--- src/rtl/spim_sync2.sv ---
module spim_sync2 #(
  parameter logic RST_VAL = 1'b1
) (
  input  logic clk,
  input  logic rst_n,
  input  logic d,
  output logic q
);
  logic s1, s2;
  always_ff @(posedge clk or negedge rst_n) begin
    if (!rst_n) begin
      s1 <= RST_VAL;
      s2 <= RST_VAL;
    end else begin
      s1 <= d;
      s2 <= s1;
    end
  end
  assign q = s2;
endmodule

--- src/rtl/spim_tick.sv ---
module spim_tick #(
  parameter int DIV_W = 2
) (
  input  logic             clk,
  input  logic             rst_n,
  input  logic             run,
  input  logic [DIV_W-1:0] div_sel,
  output logic             tick
);
  localparam int CNT_W = 1 << DIV_W;

  logic [CNT_W-1:0] cnt;
  logic [DIV_W:0]   shamt;
  logic [CNT_W:0]   lim_m1;

  assign shamt  = {1'b0, div_sel} + (DIV_W+1)'(1);
  assign lim_m1 = ((CNT_W+1)'(1) << shamt) - (CNT_W+1)'(1);
  assign tick   = run && ({1'b0, cnt} == lim_m1);

  always_ff @(posedge clk or negedge rst_n) begin
    if (!rst_n)          cnt <= '0;
    else if (!run || tick) cnt <= '0;
    else                 cnt <= cnt + 1'b1;
  end
endmodule

--- src/rtl/spim_shift.sv ---
module spim_shift #(
  parameter int DW = 8
) (
  input  logic          clk,
  input  logic          rst_n,
  input  logic          load,
  input  logic          ld_cpha,
  input  logic [DW-1:0] ld_byte,
  input  logic          launch,
  input  logic          capture,
  input  logic          miso,
  output logic          mosi,
  output logic [DW-1:0] rx_byte
);
  logic [DW-1:0] tx_sh;
  logic [DW-1:0] rx_sh;
  logic          mosi_q;

  always_ff @(posedge clk or negedge rst_n) begin
    if (!rst_n) begin
      tx_sh  <= '0;
      rx_sh  <= '0;
      mosi_q <= 1'b0;
    end else if (load) begin
      rx_sh <= '0;
      if (ld_cpha) begin
        tx_sh <= ld_byte;
      end else begin
        mosi_q <= ld_byte[DW-1];
        tx_sh  <= ld_byte << 1;
      end
    end else begin
      if (launch) begin
        mosi_q <= tx_sh[DW-1];
        tx_sh  <= tx_sh << 1;
      end
      if (capture) rx_sh <= {rx_sh[DW-2:0], miso};
    end
  end

  assign mosi    = mosi_q;
  assign rx_byte = rx_sh;
endmodule

--- src/rtl/spi_mode_master.sv ---
module spi_mode_master #(
  parameter int DW    = 8,
  parameter int NSS   = 4,
  parameter int DIV_W = 2,
  parameter int SEL_W = (NSS > 1) ? $clog2(NSS) : 1
) (
  input  logic             clk,
  input  logic             rst_n,
  input  logic             cpol,
  input  logic             cpha,
  input  logic [DIV_W-1:0] div_sel,
  input  logic [SEL_W-1:0] ss_sel,
  input  logic             tx_valid,
  output logic             tx_ready,
  input  logic [DW-1:0]    tx_data,
  output logic [DW-1:0]    rx_data,
  output logic             rx_valid,
  output logic             busy,
  output logic             mode_fault,
  input  logic             ss_in_n,
  output logic             sck,
  output logic             mosi,
  input  logic             miso,
  output logic [NSS-1:0]   ss_n
);
  localparam int EDGES = 2 * DW;
  localparam int EW    = $clog2(EDGES + 1);

  logic             busy_q, sck_q, fault_q, rxv_q;
  logic             cpol_l, cpha_l;
  logic [DIV_W-1:0] div_l;
  logic [NSS-1:0]   ss_q, ss_dec;
  logic [EW-1:0]    ecnt;
  logic [DW-1:0]    rx_q, rx_byte;
  logic             ss_in_s, tick, accept, abort, edge_t, fin;
  logic             lead, capture, launch;

  spim_sync2 #(.RST_VAL(1'b1)) u_sync (
    .clk(clk), .rst_n(rst_n), .d(ss_in_n), .q(ss_in_s)
  );

  spim_tick #(.DIV_W(DIV_W)) u_tick (
    .clk(clk), .rst_n(rst_n), .run(busy_q), .div_sel(div_l), .tick(tick)
  );

  assign tx_ready = !busy_q && ss_in_s;
  assign accept   = tx_valid && tx_ready;
  assign abort    = busy_q && !ss_in_s;
  assign edge_t   = tick && (ecnt < EW'(EDGES));
  assign fin      = tick && (ecnt == EW'(EDGES));
  assign lead     = ~ecnt[0];
  assign capture  = edge_t && (lead == !cpha_l);
  assign launch   = edge_t && !capture;

  spim_shift #(.DW(DW)) u_shift (
    .clk(clk), .rst_n(rst_n), .load(accept), .ld_cpha(cpha), .ld_byte(tx_data),
    .launch(launch && !abort), .capture(capture && !abort), .miso(miso),
    .mosi(mosi), .rx_byte(rx_byte)
  );

  for (genvar i = 0; i < NSS; i++) begin : g_dec
    assign ss_dec[i] = (ss_sel != SEL_W'(i));
  end

  always_ff @(posedge clk or negedge rst_n) begin
    if (!rst_n) begin
      busy_q  <= 1'b0;
      sck_q   <= 1'b0;
      fault_q <= 1'b0;
      rxv_q   <= 1'b0;
      cpol_l  <= 1'b0;
      cpha_l  <= 1'b0;
      div_l   <= '0;
      ss_q    <= '1;
      ecnt    <= '0;
      rx_q    <= '0;
    end else begin
      rxv_q <= 1'b0;
      if (abort) begin
        busy_q  <= 1'b0;
        sck_q   <= cpol_l;
        ss_q    <= '1;
        fault_q <= 1'b1;
      end else if (accept) begin
        busy_q  <= 1'b1;
        cpol_l  <= cpol;
        cpha_l  <= cpha;
        div_l   <= div_sel;
        ss_q    <= ss_dec;
        ecnt    <= '0;
        fault_q <= 1'b0;
        sck_q   <= cpol;
      end else if (busy_q) begin
        if (edge_t) begin
          sck_q <= ~sck_q;
          ecnt  <= ecnt + 1'b1;
        end
        if (fin) begin
          busy_q <= 1'b0;
          ss_q   <= '1;
          rx_q   <= rx_byte;
          rxv_q  <= 1'b1;
          sck_q  <= cpol_l;
        end
      end else begin
        sck_q <= cpol;
      end
    end
  end

  assign busy       = busy_q;
  assign sck        = sck_q;
  assign ss_n       = ss_q;
  assign rx_data    = rx_q;
  assign rx_valid   = rxv_q;
  assign mode_fault = fault_q;
endmodule

--- config.mk ---
export PLATFORM = sky130hd
export DESIGN_NAME = spi_mode_master
export DESIGN_NICKNAME = d
export VERILOG_FILES = /design/src/rtl/spim_sync2.sv /design/src/rtl/spim_tick.sv /design/src/rtl/spim_shift.sv /design/src/rtl/spi_mode_master.sv
export SDC_FILE = /design/constraint.sdc
export NUM_CORES = 1
export LEC_CHECK = 0
export BUFFER_PORTS_ARGS = -buffer_cell sky130_fd_sc_hd__buf_2
export CORE_MARGIN = 3
export CORE_UTILIZATION = 50
export CTS_CLUSTER_DIAMETER = 80
export DETAILED_ROUTE_END_ITERATION = 8
export HOLD_SLACK_MARGIN = 0.06
export PLACE_DENSITY = 0.75
export SLEW_MARGIN = 10
export SYNTH_ARGS = -nofsm -noshare
export SYNTH_HDL_FRONTEND = slang
export SYNTH_SLANG_ARGS = --single-unit
--- constraint.sdc ---
create_clock -name clk -period 2.3 [get_ports clk]
set_input_delay 0.23 -clock clk [delete_from_list [all_inputs] [get_ports clk]]
set_output_delay 0.23 -clock clk [all_outputs]
set_load 0.05 [all_outputs]
==> metrics.txt <==
# TYPE chip_impl_metric gauge
chip_impl_metric{name="async_flop_share",unit=""} 1.00
chip_impl_metric{name="place_congestion",unit=""} 0.858
chip_impl_info{name="setup.worst_path.end_class",value="flop"} 1
chip_impl_metric{name="worst_r2r_path_depth",unit=""} 6
chip_impl_info{name="worstHoldPathType",value="input port to flop"} 1
chip_impl_metric{name="ys_seq_area_frac",unit=""} 0.536
chip_impl_info{name="hold_start",value="ss_sel[1]"} 1
chip_impl_info{name="critPathKind",value="flop to flop"} 1
chip_impl_metric{name="clk_path_buf_depth",unit=""} 2
chip_impl_metric{name="min_period",unit="ps"} 2200
chip_impl_metric{name="worst_slew_pin_slew",unit="ps"} 596
chip_impl_metric{name="clock_latency",unit="ps"} 300
chip_impl_metric{name="synthesis.area_per_instance",unit="um2"} 11.2
chip_impl_metric{name="dp_cells",unit=""} 288
chip_impl_info{name="top_cells_by_instance_count_after_synthesis",value="sky130_fd_sc_hd__dfrtp_1 (42), sky130_fd_sc_hd__nor2_1 (26), sky130_fd_sc_hd__nand2_1 (20), sky130_fd_sc_hd__mux2i_1 (16)"} 1
chip_impl_metric{name="clock-sinks",unit=""} 48
chip_impl_metric{name="global_route.overflow_total",unit=""} 0
chip_impl_metric{name="timing.critical_path.arrival",unit="ps"} 2380
chip_impl_metric{name="grt_first_pass_wirelength",unit="um"} 7020
chip_impl_metric{name="initial_antenna_violation_count",unit=""} 0
chip_impl_metric{name="slew_violations",unit=""} 0
chip_impl_metric{name="post-route-period-util",unit=""} 0.955
chip_impl_metric{name="drt_first_iter_violations",unit=""} 105
chip_impl_metric{name="number_of_global_route_vias_before_repair",unit=""} 1541
chip_impl_metric{name="synthesis.nets",unit=""} 222
chip_impl_metric{name="global_route.usage.total",unit=""} 0.170
chip_impl_metric{name="postSynthRegisterBits",unit=""} 48
chip_impl_info{name="reg2reg_from",value="u_tick.cnt[1]$_DFF_PN0_"} 1
chip_impl_metric{name="initial_utilization",unit=""} 0.541
chip_impl_metric{name="maximum_frequency_from_static_timing_analysis",unit="MHz"} 455
chip_impl_metric{name="fin_hold_ws",unit="ps"} 106
chip_impl_info{name="crit_path_end",value="rx_data[1]$_DFFE_PN0P_"} 1
chip_impl_metric{name="post_route_cells_drive_above_1_share",unit=""} 0.298
chip_impl_metric{name="post_cts.resized_instances",unit=""} 0
chip_impl_info{name="cts.root.buffer_cell",value="sky130_fd_sc_hd__clkbuf_8"} 1
chip_impl_metric{name="post-route-drc-count",unit=""} 0
chip_impl_metric{name="rrSetupSlack",unit="ps"} 100
chip_impl_metric{name="power.static_leakage",unit="nW"} 1.37
chip_impl_metric{name="floorplan.core_area",unit="um2"} 4170
chip_impl_metric{name="io-pin-count",unit=""} 37
chip_impl_metric{name="non_filler_cells_in_the_finished_layout",unit=""} 298
chip_impl_metric{name="placedInstanceArea",unit="um2"} 2530
chip_impl_metric{name="drv.max_cap_violation_count",unit=""} 0
chip_impl_metric{name="synthDistinctLibCells",unit=""} 43
chip_impl_metric{name="yosysWarningCount",unit=""} 0
chip_impl_metric{name="crit_fanout",unit=""} 9
chip_impl_metric{name="grt_max_degree",unit=""} 49
chip_impl_metric{name="dpl.hpwl",unit="um"} 2960
chip_impl_metric{name="final_critical_path_setup_slack",unit="ps"} 104
chip_impl_metric{name="nets",unit=""} 268
chip_impl_info{name="synth_most_common_cell",value="sky130_fd_sc_hd__dfrtp_1"} 1
chip_impl_info{name="status",value="completed"} 1
chip_impl_metric{name="wl_per_cell",unit="um"} 14.5
chip_impl_info{name="rr_endpoint",value="rx_data[1]$_DFFE_PN0P_"} 1
chip_impl_metric{name="vias",unit=""} 1653
chip_impl_info{name="dominantRegCellSynth",value="sky130_fd_sc_hd__dfrtp_1"} 1
chip_impl_metric{name="num_rows",unit=""} 23
chip_impl_metric{name="buffer_ports.inserted",unit=""} 36
chip_impl_metric{name="num_antenna_cells",unit=""} 0
chip_impl_metric{name="finalHoldViolCount",unit=""} 0
chip_impl_metric{name="vdd.ir_drop.worst",unit="V"} 0.000600
chip_impl_metric{name="synth_to_final_area_change",unit="%"} 18.4
chip_impl_metric{name="pre_cts_ws",unit="ps"} 58.2
chip_impl_metric{name="floorplan.die_area",unit="um2"} 5350
chip_impl_metric{name="post_drt_via_cell_ratio",unit=""} 5.55
chip_impl_info{name="setup_repair_after_global_routing_missed_its_margin",value="no"} 1
chip_impl_info{name="synth_largest_area_cell",value="sky130_fd_sc_hd__dfrtp_1"} 1
chip_impl_metric{name="synthesis.area",unit="um2"} 2260
chip_impl_metric{name="design_area",unit="um2"} 2670
chip_impl_info{name="tritoncts",value="built"} 1
chip_impl_metric{name="syn_inst",unit=""} 201
chip_impl_metric{name="final_antenna_net_count",unit=""} 0
chip_impl_info{name="cp-startpoint",value="u_tick.cnt[1]$_DFF_PN0_"} 1
chip_impl_metric{name="power.density_cell_area",unit="nW/um2"} 745
chip_impl_metric{name="timing.slew.headroom",unit=""} 0.603
chip_impl_metric{name="drt_pre_antenna_iters",unit=""} 4
chip_impl_metric{name="synth-edff-count",unit=""} 0
chip_impl_metric{name="timing.clock.skew",unit="ps"} 9.53
chip_impl_info{name="yosys-top-cells-area",value="sky130_fd_sc_hd__dfrtp_1 (47%), sky130_fd_sc_hd__mux2i_1 (7.1%), sky130_fd_sc_hd__dfstp_2 (7.0%)"} 1
chip_impl_metric{name="die_y",unit="um"} 73.2
chip_impl_metric{name="worst_hold_path.num_cells",unit=""} 2
chip_impl_metric{name="routed_wl",unit="um"} 4330
chip_impl_metric{name="tritoncts.num_buffers",unit=""} 5
chip_impl_metric{name="cts.htree.levels",unit=""} 2
chip_impl_metric{name="finalSetupViolCount",unit=""} 0
chip_impl_metric{name="synth_top_area_share",unit=""} 0.466
chip_impl_metric{name="path_clk_slew",unit="ps"} 90
chip_impl_metric{name="critPathRequiredTime",unit="ps"} 2490
chip_impl_info{name="setup.worst_path.start_class",value="flop"} 1
chip_impl_metric{name="die_width",unit="um"} 73.2
timing repair:
item / 4_1_cts / 5_1_grt
endpoints found under the hold margin: 43 / 0
hold buffers: 2 / 0
endpoints found under the setup margin: 0 / 8
setup buffers: 0 / 0
where the power goes:
part           internal [W]  total (W)  leakage, nW  switching [W]
combinational      0.000138   0.000373        0.681       0.000235
sequential         0.000924   0.000981        0.623      0.0000570
clock              0.000356   0.000636       0.0614       0.000280
per-layer routing:
| layer | up-vias | part of all wire | track usage |
|---|---|---|---|
| li1 | 806 | - | - |
| met4 | 0 | 0.0069 | 0.0574 |
| met3 | 4 | 0.059 | 0.0523 |
| met1 | 794 | 0.48 | 0.235 |
| met2 | 49 | 0.46 | 0.252 |
| met5 | - | 0 | 0 |
state kept, by name, indices dropped and copies added (netlist names):
register         count
rx_data              8
u_shift.rx_byte      8
cpol_l               1
u_shift.mosi         1
div_l                2
ecnt                 5
u_shift.tx_sh        8
u_sync.s1            1
ss_n                 4
u_sync.q             1
busy                 1
cpha_l               1
sck                  1
u_tick.cnt           4
rx_valid             1
mode_fault           1
critical path, cell delays in order, from the launching register on:
cell,delay (ps)
sky130_fd_sc_hd__dfrtp_1,410
sky130_fd_sc_hd__or3b_4,430
sky130_fd_sc_hd__a2111oi_4,330
sky130_fd_sc_hd__nor2_2,70
sky130_fd_sc_hd__or3_1,350
sky130_fd_sc_hd__buf_4,190
sky130_fd_sc_hd__mux2_4,300
final cells by class:
cell class                      count  area, um2
Clock inverter                      2       38.8
Clock buffer                        6       82.6
Inverter                            4       15.0
Fill cell                         331       1500
Timing Repair Buffer               47        268
Sequential cell                    48       1210
Tap cell                           50       62.6
Multi-Input combinational cell    141        995
logic make-up after synthesis:
logic type               Yosys count  synth area share
adder cells (fa/ha/maj)            2            0.0111
buffers and inverters             12            0.0233
flip-flops                        48             0.536
XOR/XNOR                           6            0.0233
multiplexers                      24             0.124
AO/OA/AOI/OAI                     34             0.129
AND/OR/NAND/NOR                   75             0.154
worst min-delay path by stage:
| stage | slack (ps) | end |
|---|---|---|
| 2_1_floorplan | -70 | busy$_DFF_PN0_ |
| 4_1_cts | 100 | ss_n[2]$_DFFE_PN1P_ |
| 5_1_grt | 100 | ss_n[2]$_DFFE_PN1P_ |
| 3_5_place_dp | 340 | u_sync.s1$_DFF_PN1_ |
| 3_3_place_gp | 340 | u_sync.s1$_DFF_PN1_ |
| 6_report | 110 | ss_n[2]$_DFFE_PN1P_ |
per-stage QoR:
| stage | TNS [ps] | total power, W | util |
|---|---|---|---|
| after floorplan | -58.5 | 0.00124 | - |
| after global placement | 0 | 0.00136 | 0.606 |
| after detailed placement | 0 | 0.00137 | 0.606 |
| after CTS | 0 | 0.00201 | 0.640 |
| after global routing | 0 | 0.00209 | 0.640 |
| final | 0 | 0.00199 | 0.640 |
cell usage in the layout (no fill, tap or decap), types with 2 or more instances in the layout:
cell type	instances
sky130_fd_sc_hd__dfstp_2	6
sky130_fd_sc_hd__a221o_1	7
sky130_fd_sc_hd__o21ai_0	8
sky130_fd_sc_hd__nand3_1	7
sky130_fd_sc_hd__a21oi_1	4
sky130_fd_sc_hd__clkbuf_8	6
sky130_fd_sc_hd__buf_4	9
sky130_fd_sc_hd__xnor2_1	4
sky130_fd_sc_hd__nor2_1	26
sky130_fd_sc_hd__dlygate4sd3_1	2
sky130_fd_sc_hd__nor3_1	7
sky130_fd_sc_hd__xor2_1	2
sky130_fd_sc_hd__mux2_4	8
sky130_fd_sc_hd__mux2i_1	16
sky130_fd_sc_hd__and3_1	2
sky130_fd_sc_hd__nor2b_1	2
sky130_fd_sc_hd__nand2_1	20
sky130_fd_sc_hd__o21a_1	2
sky130_fd_sc_hd__inv_1	4
sky130_fd_sc_hd__buf_2	36
sky130_fd_sc_hd__ha_1	2
sky130_fd_sc_hd__dfrtp_1	42
sky130_fd_sc_hd__or2_2	2
(Power assumes the default switching activity.)
